==> config.mk <==
export PLATFORM = sky130hd
export DESIGN_NAME = scan_acq_seq
export DESIGN_NICKNAME = d
export VERILOG_FILES = /design/src/rtl/scan_seq_pkg.sv /design/src/rtl/scan_seq_ctr.sv /design/src/rtl/scan_seq_dp.sv /design/src/rtl/scan_seq_ctrl.sv /design/src/rtl/scan_acq_seq.sv
export SDC_FILE = /design/constraint.sdc
export NUM_CORES = 1
export LEC_CHECK = 0
export ABC_AREA = 0
export BUFFER_PORTS_ARGS = -buffer_cell sky130_fd_sc_hd__buf_2
export CORE_MARGIN = 2
export CORE_UTILIZATION = 50
export DETAILED_ROUTE_END_ITERATION = 7
export GPL_ROUTABILITY_DRIVEN = 0
export PLACE_DENSITY = 0.77
export SYNTH_ARGS = -nofsm -noshare
export SYNTH_HDL_FRONTEND = slang
export SYNTH_SLANG_ARGS = --single-unit
==> constraint.sdc <==
create_clock -name clk -period 4 [get_ports clk]
set_input_delay 0.8 -clock clk [delete_from_list [all_inputs] [get_ports clk]]
set_output_delay 0.8 -clock clk [all_outputs]
set_load 0.01 [all_outputs]
==> src/rtl/scan_seq_pkg.sv <==
package scan_seq_pkg;

  typedef enum logic [1:0] {
    ACQ_PRE   = 2'd0,
    ACQ_MID   = 2'd1,
    ACQ_POST  = 2'd2,
    ACQ_DELAY = 2'd3
  } acqMode_e;

  typedef enum logic [2:0] {
    ST_IDLE,
    ST_FILL,
    ST_DRAIN,
    ST_MIDPOST,
    ST_WAIT,
    ST_DELAY,
    ST_COLLECT,
    ST_DONE
  } seqState_e;

  // strobes from control to datapath
  typedef struct packed {
    logic clrAll;
    logic clrPost;
    logic incFill;
    logic incPost;
    logic incStored;
    logic incTrig;
    logic loadDly;
    logic decDly;
  } seqStrobe_t;

endpackage

==> src/rtl/scan_seq_ctr.sv <==
module scan_seq_ctr #(
  parameter int W = 17
) (
  input  logic         clk,
  input  logic         rstN,
  input  logic         clr,
  input  logic         inc,
  output logic [W-1:0] value
);

  always_ff @(posedge clk or negedge rstN) begin
    if (!rstN) begin
      value <= '0;
    end else if (clr) begin
      value <= '0;
    end else if (inc && (value != '1)) begin
      value <= value + 1'b1;
    end
  end

endmodule

==> src/rtl/scan_seq_dp.sv <==
module scan_seq_dp
  import scan_seq_pkg::*;
#(
  parameter int CNT_W = 16,
  parameter int DLY_W = 16
) (
  input  logic             clk,
  input  logic             rstN,
  input  seqStrobe_t       stb,
  input  logic [CNT_W-1:0] mCount,
  input  logic [CNT_W-1:0] nCount,
  input  logic [DLY_W-1:0] delayCount,
  input  logic [CNT_W-1:0] retrigLimit,
  output logic             fillFull,
  output logic             postLast,
  output logic             dlyLast,
  output logic             dlyZero,
  output logic             trigExhausted,
  output logic [CNT_W:0]   storedCount,
  output logic [CNT_W:0]   postCount,
  output logic [CNT_W:0]   trigCount
);

  localparam int CW        = CNT_W + 1;
  localparam int NUM_CTR   = 4;
  localparam int IDX_FILL  = 0;
  localparam int IDX_POST  = 1;
  localparam int IDX_STORE = 2;
  localparam int IDX_TRIG  = 3;

  logic [NUM_CTR-1:0] clrVec;
  logic [NUM_CTR-1:0] incVec;
  logic [CW-1:0]      cntVal [NUM_CTR];
  logic [DLY_W-1:0]   dlyCnt;
  logic [CW:0]        postNext;

  assign clrVec[IDX_FILL]  = stb.clrAll;
  assign clrVec[IDX_POST]  = stb.clrAll | stb.clrPost;
  assign clrVec[IDX_STORE] = stb.clrAll;
  assign clrVec[IDX_TRIG]  = stb.clrAll;

  assign incVec[IDX_FILL]  = stb.incFill;
  assign incVec[IDX_POST]  = stb.incPost;
  assign incVec[IDX_STORE] = stb.incStored;
  assign incVec[IDX_TRIG]  = stb.incTrig;

  for (genvar g = 0; g < NUM_CTR; g++) begin : g_ctr
    scan_seq_ctr #(.W(CW)) ctrInst (
      .clk   (clk),
      .rstN  (rstN),
      .clr   (clrVec[g]),
      .inc   (incVec[g]),
      .value (cntVal[g])
    );
  end

  // delay wait counter, counts timebase cycles
  always_ff @(posedge clk or negedge rstN) begin
    if (!rstN) begin
      dlyCnt <= '0;
    end else if (stb.clrAll) begin
      dlyCnt <= '0;
    end else if (stb.loadDly) begin
      dlyCnt <= delayCount;
    end else if (stb.decDly && (dlyCnt != '0)) begin
      dlyCnt <= dlyCnt - 1'b1;
    end
  end

  assign postNext      = {1'b0, cntVal[IDX_POST]} + 1'b1;
  assign fillFull      = cntVal[IDX_FILL] >= {1'b0, mCount};
  assign postLast      = postNext >= {2'b00, nCount};
  assign dlyLast       = dlyCnt <= DLY_W'(1);
  assign dlyZero       = delayCount == '0;
  assign trigExhausted = (retrigLimit != '0) && (cntVal[IDX_TRIG] >= {1'b0, retrigLimit});

  assign storedCount = cntVal[IDX_STORE];
  assign postCount   = cntVal[IDX_POST];
  assign trigCount   = cntVal[IDX_TRIG];

endmodule

==> src/rtl/scan_seq_ctrl.sv <==
module scan_seq_ctrl
  import scan_seq_pkg::*;
(
  input  logic       clk,
  input  logic       rstN,
  input  logic       startReq,
  input  logic       abortReq,
  input  acqMode_e   mode,
  input  logic       mGuard,
  input  logic       scanDone,
  input  logic       convBusy,
  input  logic       trigIn,
  input  logic       fillFull,
  input  logic       postLast,
  input  logic       dlyLast,
  input  logic       dlyZero,
  input  logic       trigExhausted,
  output seqStrobe_t stb,
  output logic       storeEn,
  output logic       convEn,
  output logic       acqDone
);

  seqState_e state;
  seqState_e stateNxt;
  logic      storeNow;
  logic      storeQ;
  logic      trigOk;
  logic      preModes;

  assign preModes = (mode == ACQ_PRE) || (mode == ACQ_MID);
  assign trigOk   = trigIn && (!mGuard || fillFull);

  always_comb begin
    stateNxt = state;
    stb      = '0;
    storeNow = 1'b0;
    if (abortReq) begin
      stateNxt = ST_IDLE;
    end else begin
      case (state)
        ST_IDLE, ST_DONE: begin
          if (startReq) begin
            stb.clrAll = 1'b1;
            stateNxt   = preModes ? ST_FILL : ST_WAIT;
          end
        end
        ST_FILL: begin
          if (scanDone) begin
            storeNow      = 1'b1;
            stb.incFill   = 1'b1;
            stb.incStored = !fillFull;
          end
          if (trigOk) begin
            stb.incTrig = 1'b1;
            stateNxt    = (mode == ACQ_MID) ? ST_MIDPOST : ST_DRAIN;
          end
        end
        ST_DRAIN: begin
          if (scanDone) begin
            storeNow      = 1'b1;
            stb.incFill   = 1'b1;
            stb.incStored = !fillFull;
          end
          if (!convBusy) begin
            stateNxt = ST_DONE;
          end
        end
        ST_MIDPOST, ST_COLLECT: begin
          if (scanDone) begin
            storeNow      = 1'b1;
            stb.incPost   = 1'b1;
            stb.incStored = 1'b1;
            if (postLast) begin
              stateNxt = ((state == ST_MIDPOST) || trigExhausted) ? ST_DONE : ST_WAIT;
            end
          end
        end
        ST_WAIT: begin
          if (trigIn) begin
            stb.incTrig = 1'b1;
            stb.clrPost = 1'b1;
            if ((mode == ACQ_DELAY) && !dlyZero) begin
              stb.loadDly = 1'b1;
              stateNxt    = ST_DELAY;
            end else begin
              stateNxt = ST_COLLECT;
            end
          end
        end
        ST_DELAY: begin
          stb.decDly = 1'b1;
          if (dlyLast) begin
            stateNxt = ST_COLLECT;
          end
        end
        default: stateNxt = ST_IDLE;
      endcase
    end
  end

  always_ff @(posedge clk or negedge rstN) begin
    if (!rstN) begin
      state  <= ST_IDLE;
      storeQ <= 1'b0;
    end else begin
      state  <= stateNxt;
      storeQ <= storeNow && !abortReq;
    end
  end

  assign storeEn = storeQ;
  assign convEn  = (state == ST_FILL) || (state == ST_MIDPOST) || (state == ST_COLLECT);
  assign acqDone = state == ST_DONE;

endmodule

==> src/rtl/scan_acq_seq.sv <==
module scan_acq_seq
  import scan_seq_pkg::*;
#(
  parameter int CNT_W = 16,
  parameter int DLY_W = 16
) (
  input  logic             clk,
  input  logic             rstN,
  input  logic             startReq,
  input  logic             abortReq,
  input  logic [1:0]       modeSel,
  input  logic             mGuard,
  input  logic [CNT_W-1:0] mCount,
  input  logic [CNT_W-1:0] nCount,
  input  logic [DLY_W-1:0] delayCount,
  input  logic [CNT_W-1:0] retrigLimit,
  input  logic             scanDone,
  input  logic             convBusy,
  input  logic             trigIn,
  output logic             storeEn,
  output logic             convEn,
  output logic             acqDone,
  output logic [CNT_W:0]   storedCount,
  output logic [CNT_W:0]   postCount,
  output logic [CNT_W:0]   trigCount
);

  seqStrobe_t stb;
  logic fillFull;
  logic postLast;
  logic dlyLast;
  logic dlyZero;
  logic trigExhausted;

  scan_seq_ctrl ctrlInst (
    .clk           (clk),
    .rstN          (rstN),
    .startReq      (startReq),
    .abortReq      (abortReq),
    .mode          (acqMode_e'(modeSel)),
    .mGuard        (mGuard),
    .scanDone      (scanDone),
    .convBusy      (convBusy),
    .trigIn        (trigIn),
    .fillFull      (fillFull),
    .postLast      (postLast),
    .dlyLast       (dlyLast),
    .dlyZero       (dlyZero),
    .trigExhausted (trigExhausted),
    .stb           (stb),
    .storeEn       (storeEn),
    .convEn        (convEn),
    .acqDone       (acqDone)
  );

  scan_seq_dp #(.CNT_W(CNT_W), .DLY_W(DLY_W)) dpInst (
    .clk           (clk),
    .rstN          (rstN),
    .stb           (stb),
    .mCount        (mCount),
    .nCount        (nCount),
    .delayCount    (delayCount),
    .retrigLimit   (retrigLimit),
    .fillFull      (fillFull),
    .postLast      (postLast),
    .dlyLast       (dlyLast),
    .dlyZero       (dlyZero),
    .trigExhausted (trigExhausted),
    .storedCount   (storedCount),
    .postCount     (postCount),
    .trigCount     (trigCount)
  );

endmodule

Word level (Yosys, flattened, before mapping)

Cells that the tools add are included.

Flip-flop bits (word level): 88
Bits in latches: 0
Memory bits (writable): 0
ROM bits: 0
Input port bits: 74
Output and inout port bits: 54
Memories: 0

Add/sub/neg operators: 6
Multipliers: 0
Div/mod/pow operators: 0
Magnitude comparators: 4
Equal/unequal tests: 20
Shifts and indexed selects: 0
Mux-type cells: 43
Bitwise logic cells: 1
Reductions and logical operators: 33

Operators by type and width:

| kind                                                   | count |
|---|---|
| two-way mux 17 bit                                     | 8 |
| adder 17 x 1 -> 17 bit (second input constant)         | 4 |
| inequality test 17 bit (second input constant)         | 4 |
| two-way mux 16 bit                                     | 3 |
| >= comparator 17 x 16 -> 1 bit                         | 2 |
| nonzero test 16 bit                                    | 2 |
| two-way mux 3 bit                                      | 9 |
| adder 17 x 1 -> 18 bit (second input constant)         | 1 |
| >= comparator 18 x 16 -> 1 bit                         | 1 |
| one-hot mux 3 bit (6 select lines)                     | 1 |
| <= comparator 16 x 1 -> 1 bit (second input constant)  | 1 |
| logical NOT 16 bit                                     | 1 |
| subtractor 16 x 1 -> 16 bit (second input constant)    | 1 |
| two-way mux 1 bit                                      | 15 |
| equality test 3 bit (second input constant)            | 4 |
| inequality test 3 bit (second input constant)          | 4 |
| logical AND 1 bit                                      | 9 |
| inequality test 3 x 2 -> 1 bit (second input constant) | 3 |
| two-way mux 2 bit                                      | 4 |
| two-way mux 8 bit                                      | 1 |
| nonzero test 2 bit                                     | 4 |
| AND reduction 7 bit                                    | 1 |
| equality test 3 x 2 -> 1 bit (second input constant)   | 2 |
| OR reduction 2 bit                                     | 3 |
| other kinds (11)                                       | 19 |

Logic depth before layout (Yosys ltp)

Word-level depth: 11
Depth in mapped cells: 13
Gate-level depth less buffers: 13

Hierarchy

Synthesis repeated with hierarchy kept, for this count alone.

Cell total of the unflattened synthesis: 764
Area total of the unflattened synthesis: 6561.3 µm²

By module, submodules not included:

| module        | instances | cells an instance | area each (µm²) | sequential area each (µm²) |
|---|---|---|---|---|
| scan_seq_ctr  | 4         | 91                | 872.1           | 425.4 |
| scan_seq_dp   | 1         | 329               | 2600.0          | 400.4 |
| scan_seq_ctrl | 1         | 71                | 473.0           | 100.1 |

Least setup slack after synthesis

Ideal clock, no wire load.

Path kind: flip-flop to flip-flop
Start point: reg dpInst.g_ctr[1].ctrInst.value[0]
End point: reg ctrlInst.state[0]
Setup time: 126 ps
Arrival time: 2868 ps
Setup slack: 1006 ps
Cell stages (with the launch flop): 12
Cell sequence: dfrtp_1 > and3_1 > nand3_1 > nor3_1 > nand4_1 > xnor2_1 > ha_1 > a211oi_1 > nand2_1 > a2111oi_4 > nor4_1 > a221o_1

Longest elaborated chain between the ends: 4

Ends and longest elaborated chain:

| element                                         | RTL line             | text |
|---|---|---|
| start: declaration                              | scan_seq_ctr.sv:8    | `output logic [W-1:0] value` |
| start signal: assignment                        | scan_seq_ctr.sv:17   | `value <= value + 1'b1;` |
| adder 17 x 1 -> 18 bit                          | scan_seq_dp.sv:70    | `assign postNext = {1'b0, cntVal[IDX_POST]} + 1'b1;` |
| >= comparator 18 x 16 -> 1 bit                  | scan_seq_dp.sv:72    | `assign postLast = postNext >= {2'b00, nCount};` |
| inequality test 3 x 2 -> 1 bit (no source line) | -                    |  |
| AND reduction 7 bit (no source line)            | -                    |  |
| end signal: assignment                          | scan_seq_ctrl.sv:107 | `state <= stateNxt;` |
| end: declaration                                | scan_seq_ctrl.sv:24  | `seqState_e state;` |

Every way passes these cells.
A chain may end at the register's enable or synchronous reset.

Worst setup path in the final report

Same ends and word-level chain as after synthesis.

==> flow_summary_export.csv <==
group,metric,value,unit
grt,grt_usage,22.8,%
power_and_ir_drop,power_leakage,3.78,nW
die,initial_utilization,50.8,%
sta,tightest_slew,1.16,ns
critical_path,crit_path_max_fanout,7,
detailed_routing,wl_met2,7.98,mm
worst_hold_path,min_to,"dpInst.dlyCnt[7]$_DFFE_PN0P_",
detailed_routing,antenna_left,0,
sta,max_slew_margin,22.9,%
synth,ys_ff_latch,88,
cells_and_area,syn_to_final_growth,9.34,%
critical_path,critPathKind,"flip-flop to flip-flop",
die,pin_count,128,
critical_path,end_kind,"flip-flop",
synth,synth-edff-count,0,
die,die_width,122,um
cells_and_area,nets,1015,
critical_path,rr_worst_depth,11,
clocking,ctsHoldBuffers,0,
run,max_cap_viol_count,0,
die,die_area,0.0149,sq mm
detailed_routing,via_count,6154,
clocking,post_cts_buffers,0,
sta,fin_crit,3.37,ns
clocking,cts_resized,0,
synth,synth_nets,954,
clocking,cts_buffers,9,
status,outcome,"finished, final reports clean",
sta,rsz0062_at_grt,"false",
critical_path,path_cells,"and3_1 > nand3_1 > nor3_1 > nand4_1 > xnor2_1 > ha_1 > a211oi_1 > nand2_1 > a2111oi_4 > nor4_1 > a221o_1",
grt,grt_max_degree,71,
sta,slew_viol_final,0,
detailed_routing,route.detailed.drc,0,
synth,yosysMostFrequentCell,"dfrtp_1",
sta,finClkSkew,0.00750,ns
synth,ys.flop_type,"dfrtp_1",
synth,synth_seq_area_share,31.6,%
worst_hold_path,hold_path_class,"flip-flop to flip-flop",
detailed_routing,top_layer,"met4",
place,dp_hpwl,12.3,mm
critical_path,reg2reg_to,"ctrlInst.state[0]$_DFFE_PN0P_",
clocking,clkLatencyLatePin,0.36,ns
synth,synth_area_leaders,"dfrtp_1 (32%), ha_1 (10%), buf_4 (5.8%)",
detailed_routing,met1Wirelength,7.54,mm
critical_path,path_buf_inv,0,
synth,synthArstFlopShare,100,%
detailed_routing,drtPass1Iterations,5,
grt,grt_first_pass_wirelength,27.2,mm
detailed_routing,wl_met3,762,um
cells_and_area,fillCellCount,1310,
critical_path,rr_startpoint,"dpInst.g_ctr[1].ctrInst.value[0]$_DFFE_PN0P_",
cells_and_area,fin_area,0.00762,sq mm
worst_hold_path,hold_path_depth,2,
critical_path,startpoint_type,"flip-flop",
synth,ys_warn_count,0,
clocking,numClockSinks,88,
critical_path,crit_path_max_incr_delay,0.54,ns
detailed_routing,drt_wl_total,16.5,mm
synth,synth_top_cell_by_area,"dfrtp_1",
place,io_buffers,127,
synth,synthesis.area,0.00697,sq mm
synth,postSynthCellCount,822,
clocking,clkTransAtPathRegs,0.07,ns
sta,setup_violations,0,
synth,synth_cell_types,74,
clocking,clockBufferDepth,2,
cells_and_area,antenna_cells,0,
synth,yosysTopAreaCellShare,31.6,%
die,rows,43,
sta,period_share,84.2,%
sta,max_freq,0.297,GHz
power_and_ir_drop,power_density,412,mW/mm^2
clocking,cts_tree,"yes",
critical_path,crit_required,4.24,ns
synth,synthTopCellsByCount,"dfrtp_1 (88), nand2_1 (71), inv_1 (66)",
critical_path,cp_slowest_cell,"nor3_1",
critical_path,cpLargestDelayFamily,"simple AND/OR/NAND/NOR gates",
die,die_h,122,um
critical_path,r2r_slack,0.63,ns
power_and_ir_drop,vdd_ir_drop_max,0.218,mV
detailed_routing,drtIter0Drc,472,
sta,setup-tns-final,0,ns
clocking,htreeDepth,3,
critical_path,arrival,3.61,ns
clocking,cts_root_buffer,"clkbuf_16",
worst_hold_path,min-delay-start,"dpInst.dlyCnt[7]$_DFFE_PN0P_",
die,core,0.0137,sq mm
grt,antenna_found_initial,1,
detailed_routing,viasPerCell,5.76,
grt,grt_pass1_vias,5683,
grt,grt_overflow,0,
sta,finalHoldViolCount,0,
place,post_dp_cell_area,0.00732,sq mm
cells_and_area,drive_above_1_share,20.4,%
detailed_routing,wire_per_inst,15.4,um
synth,syn_avg_cell_area,8.48,sq um
-- tightest hold or removal path, stage by stage, from the launching register on --
cell and delay (ns):
dfrtp_1 0.35, nand3_1 0.07, nand2_1 0.05
-- metrics by stage --
| stage | power, mW | hold WS, ns | cells | setup WS, ns | utilization, % |
|---|---|---|---|---|---|
| 2_1_floorplan | 2.03 | 0.460 | 822 | 1.01 | - |
| 3_3_place_gp | 2.26 | 0.477 | 1052 | 0.797 | 53.4 |
| 3_5_place_dp | 2.29 | 0.490 | 1052 | 0.619 | 53.4 |
| 4_1_cts | 3.16 | 0.503 | 1068 | 0.578 | 55.5 |
| 5_1_grt | 3.35 | 0.539 | 1068 | 0.347 | 55.5 |
| 6_report | 3.14 | 0.497 | 1068 | 0.633 | 55.5 |
-- sequential cells by signal, indices dropped and copies added (netlist names) --
name / flops
ctrlInst.state: 3
ctrlInst.storeEn: 1
dpInst.dlyCnt: 16
dpInst.g_ctr.ctrInst.value: 68
-- per-layer routing --
metal  vias up  GRT usage (%)
met5         -              0
met4         0           7.33
met3        11           3.84
met2       142           38.5
met1      2936           29.9
li1       3065              -
-- power breakdown --
part           switching (mW)  internal (mW)  total (mW)
sequential              0.191          0.999        1.19
clock                   0.381          0.484       0.864
combinational           0.663          0.423        1.09
-- placed cells by master (no fill, tap or decap), types with 15 or more instances in the layout --
cell,instances
nor4_1,20
o31ai_1,19
nand2_1,71
a21oi_1,49
buf_2,126
ha_1,58
nand3_1,40
inv_1,66
dfrtp_1,88
or4_1,15
o21ai_0,58
nor2_1,48
nand4_1,23
-- worst max-delay path by stage --
stage,start,end,cells past startpoint
6_report,dpInst.g_ctr[1].ctrInst.value[0]$_DFFE_PN0P_,ctrlInst.state[0]$_DFFE_PN0P_,11
3_5_place_dp,dpInst.g_ctr[1].ctrInst.value[0]$_DFFE_PN0P_,ctrlInst.state[0]$_DFFE_PN0P_,11
3_3_place_gp,mCount[8],dpInst.g_ctr[2].ctrInst.value[3]$_DFFE_PN0P_,10
4_1_cts,dpInst.g_ctr[1].ctrInst.value[0]$_DFFE_PN0P_,ctrlInst.state[0]$_DFFE_PN0P_,11
5_1_grt,dpInst.g_ctr[1].ctrInst.value[0]$_DFFE_PN0P_,ctrlInst.state[0]$_DFFE_PN0P_,11
2_1_floorplan,dpInst.g_ctr[1].ctrInst.value[0]$_DFFE_PN0P_,ctrlInst.state[0]$_DFFE_PN0P_,11
-- kinds of logic (layout without fill, tap and decap cells) --
logic type	count (synthesis)	in the layout	synth area share [%]
AOI/OAI and AO/OA	201	201	19.3
xor gates and xnor gates	27	27	3.39
adders and majority gates	58	58	10.4
buffers and inverters	148	214	11.5
DFF	88	88	31.6
muxes	4	4	0.611
and+or+nand+nor	296	296	23.2
-- area by class of cell --
type | instances | area (sq um) | share of cell area [%]
timing repair buffer | 132 | 676 | 8.87
clock buffer | 9 | 225 | 2.96
tap | 180 | 225 | 2.96
clock inverter | 7 | 72.6 | 0.953
inverter | 66 | 248 | 3.25
multi-input combinational | 586 | 3970 | 52.1
sequential | 88 | 2200 | 28.9
No activity file was read; power rests on OpenSTA's default activity.
